## config.mk

```make
export PLATFORM = sky130hd
export DESIGN_NAME = rs485_dir_ctrl
export DESIGN_NICKNAME = d
export VERILOG_FILES = /design/src/rtl/rs485_dir_pkg.sv /design/src/rtl/rs485_hold_cnt.sv /design/src/rtl/rs485_dir_fsm.sv /design/src/rtl/rs485_pin_drv.sv /design/src/rtl/rs485_dir_ctrl.sv
export SDC_FILE = /design/constraint.sdc
export NUM_CORES = 1
export LEC_CHECK = 0
export BUFFER_PORTS_ARGS = -buffer_cell sky130_fd_sc_hd__buf_2
export CELL_PAD_IN_SITES_DETAIL_PLACEMENT = 1
export CELL_PAD_IN_SITES_GLOBAL_PLACEMENT = 1
export CORE_UTILIZATION = 39
export DETAILED_ROUTE_END_ITERATION = 10
export MAX_ROUTING_LAYER = met4
export PLACE_DENSITY_LB_ADDON = 0.1
export SLEW_MARGIN = 20
export SYNTH_ARGS = -nofsm -noshare
export SYNTH_HDL_FRONTEND = slang
export SYNTH_HIERARCHICAL = 1
export SYNTH_SLANG_ARGS = --single-unit
```

## constraint.sdc

```tcl
create_clock -name clk -period 4 [get_ports clk]
set_clock_uncertainty 0.2 [all_clocks]
set_input_delay 0.8 -clock clk [delete_from_list [all_inputs] [get_ports clk]]
set_output_delay 0.8 -clock clk [all_outputs]
set_load 0.01 [all_outputs]
```

## src/rtl/rs485_dir_pkg.sv

```systemverilog
package rs485_dir_pkg;
  typedef enum logic [1:0] {
    DS_IDLE = 2'd0,
    DS_SEND = 2'd1,
    DS_HOLD = 2'd2
  } dir_state_e;
endpackage

```

## src/rtl/rs485_hold_cnt.sv

```systemverilog
module rs485_hold_cnt #(
  parameter int DLY_W = 8
) (
  input  logic             clk,
  input  logic             rst,
  input  logic             run,
  input  logic             tick,
  input  logic [DLY_W-1:0] limit,
  output logic             done
);
  localparam int CW = DLY_W + 1;

  logic [DLY_W-1:0] cnt_q;
  logic [CW-1:0]    cnt_inc;

  assign cnt_inc = {1'b0, cnt_q} + CW'(1);
  assign done    = run && tick && (cnt_inc >= {1'b0, limit});

  always_ff @(posedge clk) begin
    if (rst || !run) cnt_q <= '0;
    else if (tick)   cnt_q <= cnt_q + DLY_W'(1);
  end

  // Without a tick the elapsed count must hold still during the hold-off.
  AST_CNT_NEEDS_TICK: assert property (@(posedge clk) disable iff (rst)
    (run && !tick && $past(run)) |=> (!run || cnt_q == $past(cnt_q)));
endmodule

```

## src/rtl/rs485_dir_fsm.sv

```systemverilog
module rs485_dir_fsm
  import rs485_dir_pkg::*;
(
  input  logic       clk,
  input  logic       rst,
  input  logic       en,
  input  logic       wr,
  input  logic       fifo_empty,
  input  logic       char_done,
  input  logic       zero_dly,
  input  logic       hold_done,
  output dir_state_e state_q,
  output dir_state_e state_d
);
  logic last_char;
  assign last_char = char_done && fifo_empty && !wr;

  always_comb begin
    state_d = state_q;
    if (!en) begin
      state_d = DS_IDLE;
    end else begin
      unique case (state_q)
        DS_IDLE: if (wr) state_d = DS_SEND;
        DS_SEND: if (last_char) state_d = zero_dly ? DS_IDLE : DS_HOLD;
        DS_HOLD: begin
          if (wr)             state_d = DS_SEND;
          else if (hold_done) state_d = DS_IDLE;
        end
        default: state_d = DS_IDLE;
      endcase
    end
  end

  always_ff @(posedge clk) begin
    if (rst) state_q <= DS_IDLE;
    else     state_q <= state_d;
  end

  AST_SEND_HOLDS: assert property (@(posedge clk) disable iff (rst)
    (en && state_q == DS_SEND && !(char_done && fifo_empty)) |=> (state_q == DS_SEND));
  AST_HOLD_CANCEL: assert property (@(posedge clk) disable iff (rst)
    (en && state_q == DS_HOLD && wr) |=> (state_q == DS_SEND));
  AST_ZERO_RELEASE: assert property (@(posedge clk) disable iff (rst)
    (en && state_q == DS_SEND && char_done && fifo_empty && !wr && zero_dly) |=> (state_q == DS_IDLE));
endmodule

```

## src/rtl/rs485_pin_drv.sv

```systemverilog
module rs485_pin_drv (
  input  logic clk,
  input  logic rst,
  input  logic active,
  input  logic inv,
  output logic pin
);
  always_ff @(posedge clk) begin
    if (rst) pin <= 1'b1;
    else     pin <= active ? inv : ~inv;
  end

  AST_POLARITY: assert property (@(posedge clk) disable iff (rst)
    1'b1 |=> (pin == ($past(active) ? $past(inv) : ~$past(inv))));
endmodule

```

## src/rtl/rs485_dir_ctrl.sv

```systemverilog
module rs485_dir_ctrl
  import rs485_dir_pkg::*;
#(
  parameter int DLY_W = 8
) (
  input  logic             clk,
  input  logic             rst,
  input  logic             dir_en,
  input  logic             dir_inv,
  input  logic [DLY_W-1:0] hold_bits,
  input  logic             fifo_wr,
  input  logic             fifo_empty,
  input  logic             char_done,
  input  logic             bit_tick,
  output logic             dir_pin
);
  dir_state_e st_q, st_d;
  logic       hold_done;
  logic       zero_dly;
  logic       in_hold;

  assign zero_dly = (hold_bits == '0);
  assign in_hold  = (st_q == DS_HOLD);

  rs485_dir_fsm u_fsm (
    .clk(clk), .rst(rst), .en(dir_en), .wr(fifo_wr),
    .fifo_empty(fifo_empty), .char_done(char_done),
    .zero_dly(zero_dly), .hold_done(hold_done),
    .state_q(st_q), .state_d(st_d)
  );

  rs485_hold_cnt #(.DLY_W(DLY_W)) u_cnt (
    .clk(clk), .rst(rst), .run(in_hold), .tick(bit_tick),
    .limit(hold_bits), .done(hold_done)
  );

  rs485_pin_drv u_pin (
    .clk(clk), .rst(rst), .active(st_d != DS_IDLE),
    .inv(dir_inv), .pin(dir_pin)
  );

  AST_WR_ASSERTS: assert property (@(posedge clk) disable iff (rst)
    (dir_en && fifo_wr) |=> (dir_pin == $past(dir_inv)));
  AST_DISABLED_RELEASED: assert property (@(posedge clk) disable iff (rst)
    (!dir_en) |=> (dir_pin == ~$past(dir_inv)));
endmodule

```

* Word level (Yosys, flattened, before mapping)
Cells that the tools add are included.
** Word-level totals
- Bits in registers :: 11
- Bits of input ports :: 16
- Output and inout port bits :: 1
- Logic and storage cells :: 27
** Cells by class
- Add/subtract/negate cells :: 2
- Order comparisons :: 1
- Equal/unequal tests :: 2
- Multiplexer cells :: 8
- Bitwise logic cells :: 1
- Reduce and logical (&&, ||, !) cells :: 10
** Operators by type and width (number)
- 2-to-1 mux 2 bit :: 6
- adder 8 x 1 -> 9 bit (second input constant) :: 1
- >= comparator 9 x 8 -> 1 bit :: 1
- adder 8 x 1 -> 8 bit (second input constant) :: 1
- logical NOT 8 bit :: 1
- case mux 2 bit (3 select lines) :: 1
- logical AND 1 bit :: 4
- == test 2 x 1 -> 1 bit (second input constant) :: 1
- == test 2 bit (second input constant) :: 1
- logical NOT 1 bit :: 2
- logical NOT 2 bit :: 1
- nonzero test 2 bit :: 1
- logical OR 1 bit :: 1
- 2-to-1 mux 1 bit :: 1
- NOT 1 bit :: 1

* Logic depth before layout (Yosys ltp)
- Depth in word-level cells :: 9
- Gate-level depth with buffers :: 15
- Gate-level depth less buffers :: 15

* Hierarchy
The synthesis kept the hierarchy.
** Modules (own cells, without submodules)
- rs485_hold_cnt :: instances 1, cells each 82, area an instance 674.4 µm², sequential area each 160.2 µm²
- rs485_dir_fsm :: instances 1, cells each 13, area an instance 108.9 µm², sequential area each 40.0 µm²
- rs485_pin_drv :: instances 1, cells each 3, area an instance 35.0 µm², sequential area each 20.0 µm²
- rs485_dir_ctrl :: instances 1, cells each 5, area an instance 31.3 µm², sequential area each 0.0 µm²

* Worst setup path after synthesis
Ideal clock, no wire load.
- Kind :: reg2reg
- Start :: register u_cnt.cnt_q[0]
- End :: register u_pin.pin
- Setup time :: 117 ps
- Arrival time :: 2584 ps
- Required time :: 3683 ps
- Path slack :: 1100 ps
- Stages on the path, launching flop included :: 16
- Path buffers :: 0
- Clock period less this slack :: 2900 ps
- Cell sequence :: dfxtp_1 > ha_1 > and4_2 > nand2_1 > xnor2_1 > ha_1 > nand2_1 > o21ai_0 > nand2_1 > a31oi_1 > nor4b_1 > a31oi_1 > nor2_1 > or2_2 > xor2_1 > nand2b_1
** On the way
- Longest elaborated chain between the ends :: 9
** RTL lines
- start: declaration :: RTL line rs485_hold_cnt.sv:13 : logic [DLY_W-1:0] cnt_q;
- start signal: assignment :: RTL line rs485_hold_cnt.sv:21 : else if (tick) cnt_q <= cnt_q + DLY_W'(1);
- adder 8 x 1 -> 9 bit :: RTL line rs485_hold_cnt.sv:16 : assign cnt_inc = {1'b0, cnt_q} + CW'(1);
- via u_cnt.cnt_inc[6] :: RTL line rs485_hold_cnt.sv:14 : logic [CW-1:0] cnt_inc;
- >= comparator 9 x 8 -> 1 bit :: RTL line rs485_hold_cnt.sv:17 : assign done = run && tick && (cnt_inc >= {1'b0, limit});
- logical AND 1 bit :: RTL line rs485_hold_cnt.sv:17
- via hold_done :: RTL line rs485_dir_ctrl.sv:18 : logic hold_done;
- 2-to-1 mux 2 bit :: RTL line rs485_dir_fsm.sv:28 : else if (hold_done) state_d = DS_IDLE;
- 2-to-1 mux 2 bit :: RTL line rs485_dir_fsm.sv:27 : if (wr) state_d = DS_SEND;
- case mux 2 bit (3 select lines) :: RTL line rs485_dir_fsm.sv:23 : unique case (state_q)
- 2-to-1 mux 2 bit :: RTL line rs485_dir_fsm.sv:20 : if (!en) begin
- via st_d[1] :: RTL line rs485_dir_ctrl.sv:17 : dir_state_e st_q, st_d;
- nonzero test 2 bit :: RTL line rs485_dir_ctrl.sv:38 : .clk(clk), .rst(rst), .active(st_d != DS_IDLE),
- 2-to-1 mux 1 bit :: RTL line rs485_pin_drv.sv:10 : else pin <= active ? inv : ~inv;
- end signal: assignment :: RTL line rs485_pin_drv.sv:10
- end: declaration :: RTL line rs485_pin_drv.sv:6 : output logic pin
The timed path passes the listed nets, and every way through them passes these cells.
A chain may end at the register's enable or synchronous reset.

* Worst setup path in the final report
Same ends and word-level chain as after synthesis.

==> metrics.cfg <==
[run_status]
status = finished, final reports clean

[hold_path]
hold_path.class = flip-flop to flip-flop
min_to = u_cnt/cnt_q[7]$_SDFFE_PP0P_
hold_path_depth = 2
hp-start = u_cnt/cnt_q[7]$_SDFFE_PP0P_

[clock_tree]
cts-htree-levels = 1
post_cts_buffers = 0
clk_latency_ns = 0.27
clk_pin_slew_ns = 0.07
cts-root-buf = clkbuf_4
hold_buffers = 0
clk_path_buf_depth = 2
cts.sinks = 11
cts_resized = 0
cts_buffers = 3
cts_tree = yes

[power_and_ir_drop]
power_density_nw_per_um2 = 226
power_leakage_nw = 0.413
ir_drop_v = 0.000165
power.total_uw = 214

[critical_path]
criticalPathCategory = flip-flop to flip-flop
r2r_end = u_pin/pin$_SDFF_PP1_
max_stage_delay_ns = 0.45
start_kind = flip-flop
required_ns = 3.96
r2r-start = u_cnt/cnt_q[0]$_SDFFE_PP0P_
path_buf_inv = 0
path_cells = ha_1 -> and4_2 -> nand2_1 -> xnor2_1 -> ha_1 -> nand2_1 -> o21ai_0 -> nand2_1 -> a31oi_1 -> nor4b_1 -> a31oi_1 -> nor2_1 -> or2_2 -> xor2_1 -> nand2b_1
cp-end-kind = flip-flop
cp_slowest_cell = dfxtp_1
r2r_slack_ns = 0.75
crit_path_max_fanout = 5
ff2ff_path_depth = 15
critPathMostFrequentCell = nand2_1
worstPathArrival_ns = 3.22
cpLargestDelayFamily = simple AND/OR/NAND/NOR gates

[global_routing]
grt_use_met1 = 0.240
grt_antenna_before_repair = 0
grt.busiest_layer = met2
grt_usage = 0.191
grt.overflow.total = 0
met3_usage = 0.0377
grt_max_degree = 9
use_met2 = 0.308
grt_pass1_vias = 754
grt_pass1_wl_um = 3360

[job]
maxCapViolCount = 0

[floorplanning]
num_io_pins = 17
start_util = 0.424
die_area_um2 = 2370
row_count = 16
fp.dieW_um = 48.7
coreArea_um2 = 2000
fp.dieH_um = 48.7

[layout]
instances_no_fill = 145
num-fill-cells = 268
layout-drive-gt1-share = 0.220
seq_area_um2 = 220
multiInputGateArea_um2 = 558
fin_area_um2 = 948
final_common_cell = buf_2
area_delta_synth_final_pct = 11.6
antenna_cells = 0
layout_common_cells = buf_2, nor2_1, nand2_1, dfxtp_1, ha_1
fin_util = 0.474
nNetsFinal = 144

[yosys]
synthesis.nets = 128
ys_types = 32
synth_cells = 103
synth_area_per_cell_um2 = 8.25
yosys_warnings = 6
netlist_area_um2 = 850
yosys.area.top_type = dfxtp_1
synth_top_area_share = 0.259
synth-seq-cells = 11
synth_edf_count = 0
seq_area_frac_synth = 0.259
ys_async_sr_fraction = 0
synth_flop_cell = dfxtp_1
synth_area_leaders = dfxtp_1, ha_1, xnor2_1

[sta]
postLayoutSetupSlackWorst_ns = 0.748
hold_viol = 0
setup_viol = 0
fin_crit_sh = 0.813
finalCriticalPeriod_ns = 3.25
hold_ws_ns = 0.378
slew_viol_final = 0
fin_tns_setup_ns = 0
slew_headroom = 0.783
max_freq_mhz = 308
rsz0062_at_grt = no
tightest_slew_ns = 0.326

[drt]
routed_wl_um = 1800
dr.first_iter.drc_count = 5
vias = 728
viasPerCell = 5.02
wl_per_cell_um = 12.4
drc_errors = 0
detail-route-antenna-nets = 0
first_pass_iters = 4

[placement]
gp_congestion = 0.746
placed_cell_area_um2 = 922
portBuffers = 16
pre_cts_ws_ns = 0.790
dp.cells = 141
hpwlAfterDp_um = 1490

-- routing by layer --
| metal | part of all wire | vias up |
|---|---|---|
| li1 | - | 378 |
| met1 | 0.48 | 339 |
| met2 | 0.48 | 7 |
| met3 | 0.023 | 4 |
| met4 | 0.011 | 0 |
| met5 | 0 | - |
-- report_power, final --
part | internal [mW] | switching [mW]
sequential | 0.111 | 0.000760
combinational | 0.0118 | 0.0127
clock | 0.0386 | 0.0392
total | 0.161 | 0.0526
-- flip-flops by register name (all words and copies together) (netlist names) --
| signal | cells |
|---|---|
| u_fsm/state_q | 2 |
| u_cnt/cnt_q | 8 |
| u_pin/pin | 1 |
-- Yosys cell counts (2+ instances only) --
master / n
a21oi_1: 4
a31oi_1: 2
dfxtp_1: 11
ha_1: 9
inv_1: 8
nand2_1: 12
nand2b_1: 2
nand3_1: 3
nand4_1: 2
nor2_1: 12
nor2b_1: 2
nor3_1: 2
o21ai_0: 2
or4_1: 2
xnor2_1: 7
xor2_1: 7
-- cells by family (layout without fill, tap and decap cells) --
logic type               after synthesis  in the layout  synth area share
AO/OA/AOI/OAI                          9              9            0.0604
XOR/XNOR                              14             14             0.144
adder cells (fa/ha/maj)                9              9             0.133
buffers and inverters                 13             28            0.0839
flip-flops                            11             11             0.259
multiplexers                           1              1            0.0118
AND/OR/NAND/NOR                       46             46             0.308
-- cell type report --
type                            count  share of cell area
Multi-Input combinational cell     79               0.588
Sequential cell                    11               0.232
Timing Repair Buffer               16              0.0844
Tap cell                           27              0.0356
Inverter                            8              0.0317
Clock buffer                        4              0.0277
-- worst max path at each step --
stage                                      from  slack (ns)              endpoint  cells after the start
global placement    u_cnt/cnt_q[0]$_SDFFE_PP0P_        0.85  u_pin/pin$_SDFF_PP1_                     15
CTS                 u_cnt/cnt_q[0]$_SDFFE_PP0P_        0.75  u_pin/pin$_SDFF_PP1_                     15
floorplan           u_cnt/cnt_q[0]$_SDFFE_PP0P_        1.10  u_pin/pin$_SDFF_PP1_                     15
finish              u_cnt/cnt_q[0]$_SDFFE_PP0P_        0.75  u_pin/pin$_SDFF_PP1_                     15
detailed placement  u_cnt/cnt_q[0]$_SDFFE_PP0P_        0.79  u_pin/pin$_SDFF_PP1_                     15
global route        u_cnt/cnt_q[0]$_SDFFE_PP0P_        0.50  u_pin/pin$_SDFF_PP1_                     15
-- worst reg2reg max path: stages (launching register included) --
cell      delay, ns
dfxtp_1        0.45
ha_1           0.29
and4_2         0.28
nand2_1        0.07
xnor2_1        0.14
ha_1           0.32
nand2_1        0.06
o21ai_0        0.16
nand2_1        0.07
a31oi_1        0.17
nor4b_1        0.08
a31oi_1        0.25
nor2_1         0.06
or2_2          0.31
xor2_1         0.16
nand2b_1       0.07
Note: power is estimated with default switching activity, not from simulation.
